--- src/rtl/uartmon_pkg.sv ---
package uartmon_pkg;

  typedef enum logic [2:0] {
    PAR_NONE = 3'd0,
    PAR_ODD  = 3'd1,
    PAR_EVEN = 3'd2,
    PAR_ZERO = 3'd3,
    PAR_ONE  = 3'd4
  } parity_e;

  typedef enum logic [2:0] {
    ST_IDLE,
    ST_START,
    ST_DATA,
    ST_PARITY,
    ST_STOP
  } chan_state_e;

  // strobes from control to datapath, all qualified by a sample strobe
  typedef struct packed {
    logic clear;       // falling edge seen in idle: frame begins
    logic takeStart;   // mid start bit
    logic takeData;    // mid data bit
    logic lastData;    // mid of the last data bit
    logic takeParity;  // mid parity bit
    logic takeStop;    // mid stop bit
  } strobe_t;

endpackage

--- src/rtl/uartmon_ctrl.sv ---
module uartmon_ctrl
  import uartmon_pkg::*;
#(
  parameter int PERIOD_W = 16,
  parameter int WORD_W   = 9,
  parameter int MIN_BITS = 5,
  parameter int CNT_W    = 4
) (
  input  logic                clk,
  input  logic                rstN,
  input  logic                sampleEn,
  input  logic                lineS,
  input  logic [PERIOD_W-1:0] bitPeriod,
  input  logic [CNT_W-1:0]    dataBits,
  input  logic [2:0]          parityMode,
  input  logic                msbFirst,
  output strobe_t             stb,
  output logic [CNT_W-1:0]    latN,
  output parity_e             latPar,
  output logic                latMsb,
  output logic                busy
);

  chan_state_e         st;
  logic [PERIOD_W-1:0] remain;
  logic [PERIOD_W-1:0] periodL;
  logic [PERIOD_W-1:0] periodSafe;
  logic [PERIOD_W:0]   halfW;
  logic [CNT_W-1:0]    bitIdx;
  logic [CNT_W-1:0]    clampN;
  parity_e             parIn;
  logic                prevS;
  logic                hit;

  always_comb begin
    periodSafe = (bitPeriod == '0) ? PERIOD_W'(1) : bitPeriod;
    halfW      = ({1'b0, periodSafe} + (PERIOD_W+1)'(1)) >> 1;
    if (dataBits < CNT_W'(MIN_BITS))     clampN = CNT_W'(MIN_BITS);
    else if (dataBits > CNT_W'(WORD_W))  clampN = CNT_W'(WORD_W);
    else                                 clampN = dataBits;
    parIn = (parityMode > 3'd4) ? PAR_NONE : parity_e'(parityMode);
  end

  always_comb begin
    hit            = sampleEn && (st != ST_IDLE) && (remain == PERIOD_W'(1));
    stb.clear      = sampleEn && (st == ST_IDLE) && prevS && !lineS;
    stb.takeStart  = hit && (st == ST_START);
    stb.takeData   = hit && (st == ST_DATA);
    stb.lastData   = stb.takeData && (bitIdx == latN - CNT_W'(1));
    stb.takeParity = hit && (st == ST_PARITY);
    stb.takeStop   = hit && (st == ST_STOP);
    busy           = (st != ST_IDLE);
  end

  always_ff @(posedge clk) begin
    if (!rstN) begin
      st      <= ST_IDLE;
      remain  <= '0;
      periodL <= PERIOD_W'(1);
      bitIdx  <= '0;
      latN    <= CNT_W'(MIN_BITS);
      latPar  <= PAR_NONE;
      latMsb  <= 1'b0;
      prevS   <= 1'b1;
    end else begin
      if (sampleEn) prevS <= lineS;
      if (stb.clear) begin
        st      <= ST_START;
        remain  <= halfW[PERIOD_W-1:0];
        periodL <= periodSafe;
        latN    <= clampN;
        latPar  <= parIn;
        latMsb  <= msbFirst;
        bitIdx  <= '0;
      end else if (hit) begin
        remain <= periodL;
        unique case (st)
          ST_START:  st <= ST_DATA;
          ST_DATA: begin
            if (stb.lastData) st <= (latPar == PAR_NONE) ? ST_STOP : ST_PARITY;
            else              bitIdx <= bitIdx + CNT_W'(1);
          end
          ST_PARITY: st <= ST_STOP;
          ST_STOP:   st <= ST_IDLE;
          default:   st <= ST_IDLE;
        endcase
      end else if (sampleEn && (st != ST_IDLE)) begin
        remain <= remain - PERIOD_W'(1);
      end
    end
  end

  // latched settings hold for the whole frame
  p_cfg_hold_r12: assert property (@(posedge clk) disable iff (!rstN)
    (st != ST_IDLE && $past(st) != ST_IDLE) |->
      ($stable(latN) && $stable(latPar) && $stable(latMsb) && $stable(periodL)));

  // the bit-timing counter never stalls at zero inside a frame
  p_remain_live_r2: assert property (@(posedge clk) disable iff (!rstN)
    (st != ST_IDLE) |-> (remain != '0));

endmodule

--- src/rtl/uartmon_dp.sv ---
module uartmon_dp
  import uartmon_pkg::*;
#(
  parameter int WORD_W = 9,
  parameter int CNT_W  = 4
) (
  input  logic              clk,
  input  logic              rstN,
  input  logic              lineRaw,
  input  strobe_t           stb,
  input  logic [CNT_W-1:0]  latN,
  input  parity_e           latPar,
  input  logic              latMsb,
  output logic              lineS,
  output logic [WORD_W-1:0] dataWord,
  output logic              dataValid,
  output logic              startEvt,
  output logic              startBad,
  output logic              parityEvt,
  output logic              parityBad,
  output logic              stopEvt,
  output logic              stopBad
);

  logic              syncA;
  logic              syncB;
  logic [WORD_W-1:0] insertLsb;
  logic              onesOdd;
  logic              parOk;

  assign lineS = syncB;

  always_comb begin
    insertLsb = {{(WORD_W-1){1'b0}}, lineS} << (latN - CNT_W'(1));
    onesOdd   = (^dataWord) ^ lineS;
    unique case (latPar)
      PAR_ODD:  parOk = onesOdd;
      PAR_EVEN: parOk = !onesOdd;
      PAR_ZERO: parOk = !lineS;
      PAR_ONE:  parOk = lineS;
      default:  parOk = 1'b1;
    endcase
  end

  always_ff @(posedge clk) begin
    if (!rstN) begin
      syncA     <= 1'b1;
      syncB     <= 1'b1;
      dataWord  <= '0;
      dataValid <= 1'b0;
      startEvt  <= 1'b0;
      startBad  <= 1'b0;
      parityEvt <= 1'b0;
      parityBad <= 1'b0;
      stopEvt   <= 1'b0;
      stopBad   <= 1'b0;
    end else begin
      syncA     <= lineRaw;
      syncB     <= syncA;
      dataValid <= stb.lastData;
      startEvt  <= stb.takeStart;
      startBad  <= stb.takeStart && lineS;
      parityEvt <= stb.takeParity;
      parityBad <= stb.takeParity && !parOk;
      stopEvt   <= stb.takeStop;
      stopBad   <= stb.takeStop && !lineS;
      if (stb.clear)
        dataWord <= '0;
      else if (stb.takeData)
        dataWord <= latMsb ? {dataWord[WORD_W-2:0], lineS} : ((dataWord >> 1) | insertLsb);
    end
  end

  // a finished word has nothing above its configured width
  p_word_fits_r3: assert property (@(posedge clk) disable iff (!rstN)
    dataValid |-> ((dataWord >> latN) == '0));

  // the start flag only comes with its event
  p_start_flag_r5: assert property (@(posedge clk) disable iff (!rstN)
    startBad |-> startEvt);

endmodule

--- src/rtl/uart_dual_monitor.sv ---
module uart_dual_monitor
  import uartmon_pkg::*;
#(
  parameter int PERIOD_W = 16,
  parameter int WORD_W   = 9,
  parameter int MIN_BITS = 5,
  localparam int CNT_W   = $clog2(WORD_W + 1),
  localparam int NUM_DIR = 2
) (
  input  logic                      clk,
  input  logic                      rstN,
  input  logic                      sampleEn,
  input  logic [PERIOD_W-1:0]       bitPeriod,
  input  logic [CNT_W-1:0]          dataBits,
  input  logic [2:0]                parityMode,
  input  logic                      msbFirst,
  input  logic                      rxLine,
  input  logic                      txLine,
  output logic [NUM_DIR-1:0]        dataValid,
  output logic [NUM_DIR*WORD_W-1:0] dataWord,
  output logic [NUM_DIR-1:0]        startEvt,
  output logic [NUM_DIR-1:0]        startBad,
  output logic [NUM_DIR-1:0]        parityEvt,
  output logic [NUM_DIR-1:0]        parityBad,
  output logic [NUM_DIR-1:0]        stopEvt,
  output logic [NUM_DIR-1:0]        stopBad
);

  logic [NUM_DIR-1:0] lines;
  assign lines = {txLine, rxLine};

  for (genvar d = 0; d < NUM_DIR; d++) begin : g_dir
    strobe_t          stb;
    logic [CNT_W-1:0] latN;
    parity_e          latPar;
    logic             latMsb;
    logic             busy;
    logic             lineS;

    uartmon_ctrl #(
      .PERIOD_W(PERIOD_W), .WORD_W(WORD_W), .MIN_BITS(MIN_BITS), .CNT_W(CNT_W)
    ) i_ctrl (
      .clk(clk), .rstN(rstN), .sampleEn(sampleEn), .lineS(lineS),
      .bitPeriod(bitPeriod), .dataBits(dataBits), .parityMode(parityMode),
      .msbFirst(msbFirst), .stb(stb), .latN(latN), .latPar(latPar),
      .latMsb(latMsb), .busy(busy)
    );

    uartmon_dp #(.WORD_W(WORD_W), .CNT_W(CNT_W)) i_dp (
      .clk(clk), .rstN(rstN), .lineRaw(lines[d]), .stb(stb), .latN(latN),
      .latPar(latPar), .latMsb(latMsb), .lineS(lineS),
      .dataWord(dataWord[d*WORD_W +: WORD_W]), .dataValid(dataValid[d]),
      .startEvt(startEvt[d]), .startBad(startBad[d]),
      .parityEvt(parityEvt[d]), .parityBad(parityBad[d]),
      .stopEvt(stopEvt[d]), .stopBad(stopBad[d])
    );

    // the stop sample always hands the channel back to idle
    p_stop_ends_frame_r9: assert property (@(posedge clk) disable iff (!rstN)
      stopEvt[d] |-> !busy);

    // events of one frame never overlap in a cycle
    p_one_event_r2: assert property (@(posedge clk) disable iff (!rstN)
      $onehot0({startEvt[d], dataValid[d], parityEvt[d], stopEvt[d]}));

    // a data word completes only on a strobed sample
    p_valid_on_strobe_r11: assert property (@(posedge clk) disable iff (!rstN)
      dataValid[d] |-> $past(sampleEn));

    // no parity event when the frame has no parity slot
    p_no_parity_slot_r8: assert property (@(posedge clk) disable iff (!rstN)
      parityEvt[d] |-> (latPar != PAR_NONE));
  end

endmodule

--- config.mk ---
export PLATFORM = sky130hd
export DESIGN_NAME = uart_dual_monitor
export DESIGN_NICKNAME = d
export VERILOG_FILES = /design/src/rtl/uartmon_pkg.sv /design/src/rtl/uartmon_ctrl.sv /design/src/rtl/uartmon_dp.sv /design/src/rtl/uart_dual_monitor.sv
export SDC_FILE = /design/constraint.sdc
export NUM_CORES = 1
export LEC_CHECK = 0
export CAP_MARGIN = 0
export CORE_ASPECT_RATIO = 1.4
export CORE_MARGIN = 1
export CORE_UTILIZATION = 58
export DETAILED_ROUTE_END_ITERATION = 8
export GPL_ROUTABILITY_DRIVEN = 0
export GPL_TIMING_DRIVEN = 0
export PLACE_DENSITY = 0.91
export SLEW_MARGIN = 40
export SYNTH_ARGS = -nofsm -noshare
export SYNTH_HDL_FRONTEND = slang
export SYNTH_SLANG_ARGS = --single-unit
--- constraint.sdc ---
create_clock -name clk -period 3.5 [get_ports clk]
set_clock_uncertainty 0.1 [all_clocks]
set_input_delay 1.05 -clock clk [delete_from_list [all_inputs] [get_ports clk]]
set_output_delay 1.05 -clock clk [all_outputs]
set_load 0.1 [all_outputs]
==> metrics.md <==
| Metric | Value |
|---|---|
| # setup viols final | `0` |
| Layout area overhead | `16.2%` |
| DRT Pass-1 Iters | `6` |
| Core area | `11900 um2` |
| Total number of vias | `7273` |
| Power Density | `472 nW/um2` |
| Commonest non-fill, non-tap cell in the layout | `nand2_1` |
| Critical path capture point type | `register` |
| Global Route Usage Sum | `0.327` |
| Post-synthesis mux area share | `0.0244` |
| Tcrit/Tclk final | `0.920` |
| Post-synthesis simple-gate area fraction | `0.262` |
| Placed cell area | `7740 um2` |
| Arrival time worst endpoint | `3.39 ns` |
| Setup WS pre-CTS | `-0.298 ns` |
| Synth cell types | `70` |
| Critical-path cell list | `clkdlybuf4s50_1 -> clkbuf_2 -> nand3b_1 -> nor3_1 -> nand2_1 -> clkbuf_1 -> o21ai_0 -> a2bb2oi_1 -> a21oi_1` |
| # Max-Cap Violations | `0` |
| DR vias/cell | `6.34` |
| Compound-gate portion of the synthesized area | `0.188` |
| Antenna Cells | `0` |
| Post-CTS resize count | `0` |
| Hold buffer count at CTS | `0` |
| Largest net degree at the start of global routing | `17` |
| H-tree Lvls | `4` |
| Buffers on Ports | `53` |
| WS Path Type | `in -> reg` |
| Filler cells | `922` |
| Boundary pin count | `61` |
| Max Freq | `0.311 GHz` |
| Xor-xnor portion of the synthesized cell area | `0.0884` |
| EDFF count, synth | `0` |
| Rel. slew slack | `0.498` |
| Total congestion overflow | `0` |
| RSZ-0062 raised after global routing | `no` |
| Detail Placement HPWL | `13900 um` |
| Finished Core Util | `0.699` |
| Largest family of logic cells by synthesized area | `simple AND/OR/NAND/NOR gates` |
| Routed WL per cell | `17.5 um` |
| Post-route setup slack | `0.281 ns` |
| VDD IR max | `317 uV` |
| FFs w/ async S/R, synth | `0` |
| Max incr delay on CP | `0.58 ns` |
| Crit path time final | `3.22 ns` |
| CP startpoint kind | `primary input` |
| Hold WS | `0.320 ns` |
| Die Span X | `96.0 um` |
| CP max stage cell | `clkdlybuf4s50_1` |
| FP Rows | `47` |
| Max Slew Vio Count | `0` |
| Die area | `12800 um2` |
| Global-route wire length before repair | `32400 um` |
| Fraction of the mapped netlist area in adder cells | `0.0139` |
| Max Root-Sink Buffers | `2` |
| Initial antenna violation count | `0` |
| Layout cells sized above 1 | `0.103` |
| Vias in the first global route | `6767` |
| Crit-path max FO | `10` |
| Fin. Hold Viols | `0` |
| TritonCTS clock tree | `yes` |
| Nets | `1026` |
| Worst-path clk slew | `0.06 ns` |
| Setup bufs post-CTS | `0` |
| Number of register bits inferred by synthesis | `132` |
| Synth Warn # | `0` |
| Design area | `8340 um2` |
| Hold WC Path Type | `reg -> reg` |
| Sequential area share after synthesis | `0.368` |
| Mapped Nets | `954` |
| Worst endpoint required time | `3.67 ns` |
| Sink Count | `132` |
| Worst-skew pair later-pin latency | `0.42 ns` |
| Initial DRC count | `765` |
| Status | `complete, no violations` |
| TNS Setup | `0 ns` |
| DRC viols | `0` |
| Die height | `134 um` |
| Leakage | `3.23 nW` |
| Post-Syn Area per Cell | `7.83 um2` |
| Initial core utilization | `0.601` |
| Most frequent cells in the layout | `nand2_1 (147), dfxtp_1 (132), a21oi_1 (89)` |
| Final ANT Viol Nets | `0` |
| Number of buffers created by CTS | `17` |
| Dominant synthesized flop cell | `dfxtp_1` |
| Syn Inst Count | `917` |
| Mapped Area | `7180 um2` |
| Clock Tree Root | `clkbuf_16` |
| Drt total wl | `20100 um` |
| Worst slew pin tran | `0.743 ns` |
==> cells by family after synthesis <==
kind of cell / Yosys count
fa+ha+maj: 8
mux: 17
simple gates: 382
compound gates: 218
xor+xnor: 70
flops: 132
buf+inv: 90
==> cells in the mapped netlist (all sizes together), types with 3 or more instances <==
master	n	area share
xor2	23	0.028
nor2b	11	0.0096
mux2i	13	0.018
nor4	16	0.020
and3	5	0.0044
a31oi	4	0.0035
inv	13	0.0068
a22oi	5	0.0052
dfxtp	132	0.37
mux2	4	0.0063
nand4	11	0.0096
a311oi	6	0.0073
clkbuf	53	0.028
ha	8	0.014
or4	3	0.0031
nor3b	8	0.0084
a211oi	7	0.0073
nand2b	12	0.010
o221a	7	0.011
nor3	28	0.020
nand3	29	0.021
nor4b	5	0.0061
nor2	77	0.041
and4b	3	0.0042
or3	8	0.0070
a211o	3	0.0037
buf	23	0.020
nand2	147	0.077
and2	4	0.0035
xnor2	46	0.057
o21ai	54	0.038
nor4bb	3	0.0042
a21oi	89	0.062
and4	4	0.0049
nand3b	4	0.0042
o211ai	10	0.010
a221oi	3	0.0037
o311ai	3	0.0037
o31ai	3	0.0031
==> layout make-up <==
class / count / area (um2) / share of cell area
sequential: 132 / 2640 / 0.317
clock inverter: 9 / 128 / 0.0153
clock buffer: 22 / 474 / 0.0568
timing repair buffer: 53 / 370 / 0.0444
multi-input combinational: 695 / 4140 / 0.497
tap: 147 / 184 / 0.0220
buffer: 76 / 347 / 0.0415
inverter: 14 / 52.6 / 0.00630
==> power by group <==
part | internal (mW) | total (mW) | switching, mW
registers | 1.54 | 1.58 | 0.0397
logic | 0.220 | 0.539 | 0.319
clock network | 1.17 | 1.82 | 0.655
==> per-layer routing <==
metal / global-route usage / wire (um) / up-vias
met1: 0.398 / 7580 / 3296
met5: 0 / 0 / -
met4: 0.210 / 1160 / 0
met3: 0.0696 / 1800 / 104
met2: 0.514 / 9560 / 495
li1: - / - / 3378
==> sequential cells by signal, indices dropped and copies added, names as in the netlist <==
| register | count |
|---|---|
| g_dir.i_ctrl.latN | 8 |
| g_dir.i_ctrl.latMsb | 2 |
| g_dir.i_ctrl.latPar | 6 |
| g_dir.i_ctrl.st | 6 |
| g_dir.i_dp.stopEvt | 2 |
| g_dir.i_dp.syncA | 2 |
| g_dir.i_dp.parityBad | 2 |
| g_dir.i_ctrl.periodL | 32 |
| g_dir.i_ctrl.prevS | 2 |
| g_dir.i_dp.dataValid | 2 |
| g_dir.i_dp.startEvt | 2 |
| g_dir.i_dp.parityEvt | 2 |
| g_dir.i_dp.stopBad | 2 |
| g_dir.i_dp.lineS | 2 |
| g_dir.i_dp.dataWord | 18 |
| g_dir.i_dp.startBad | 2 |
| g_dir.i_ctrl.remain | 32 |
| g_dir.i_ctrl.bitIdx | 8 |
==> worst paths after layout <==
check,from,to,slack [ns],cells after the start
max reg2reg,g_dir[0].i_ctrl.latN[0]$_SDFFE_PN1P_,g_dir[0].i_ctrl.st[0]$_SDFFE_PN0P_,0.63,8
min reg2reg,g_dir[0].i_dp.syncA$_SDFF_PN1_,g_dir[0].i_dp.lineS$_SDFF_PN1_,0.32,1
max,sampleEn,g_dir[0].i_ctrl.remain[10]$_SDFFE_PN0P_,0.28,9
min,g_dir[0].i_dp.syncA$_SDFF_PN1_,g_dir[0].i_dp.lineS$_SDFF_PN1_,0.32,1
==> metrics by stage <==
stage | cells | total power, mW
final | 1148 | 3.94
after global routing | 1148 | 4.06
after CTS | 1148 | 3.92
after detailed placement | 1117 | 2.12
after global placement | 1117 | 2.11
after floorplan | 917 | 1.98
==> critical path, delay by kind of cell <==
family,cells,cell delay [ns]
AND/OR/NAND/NOR,3,0.64
AO/OA/AOI/OAI,3,0.52
buffers and inverters,3,1.17
(Power assumes the default switching activity.)
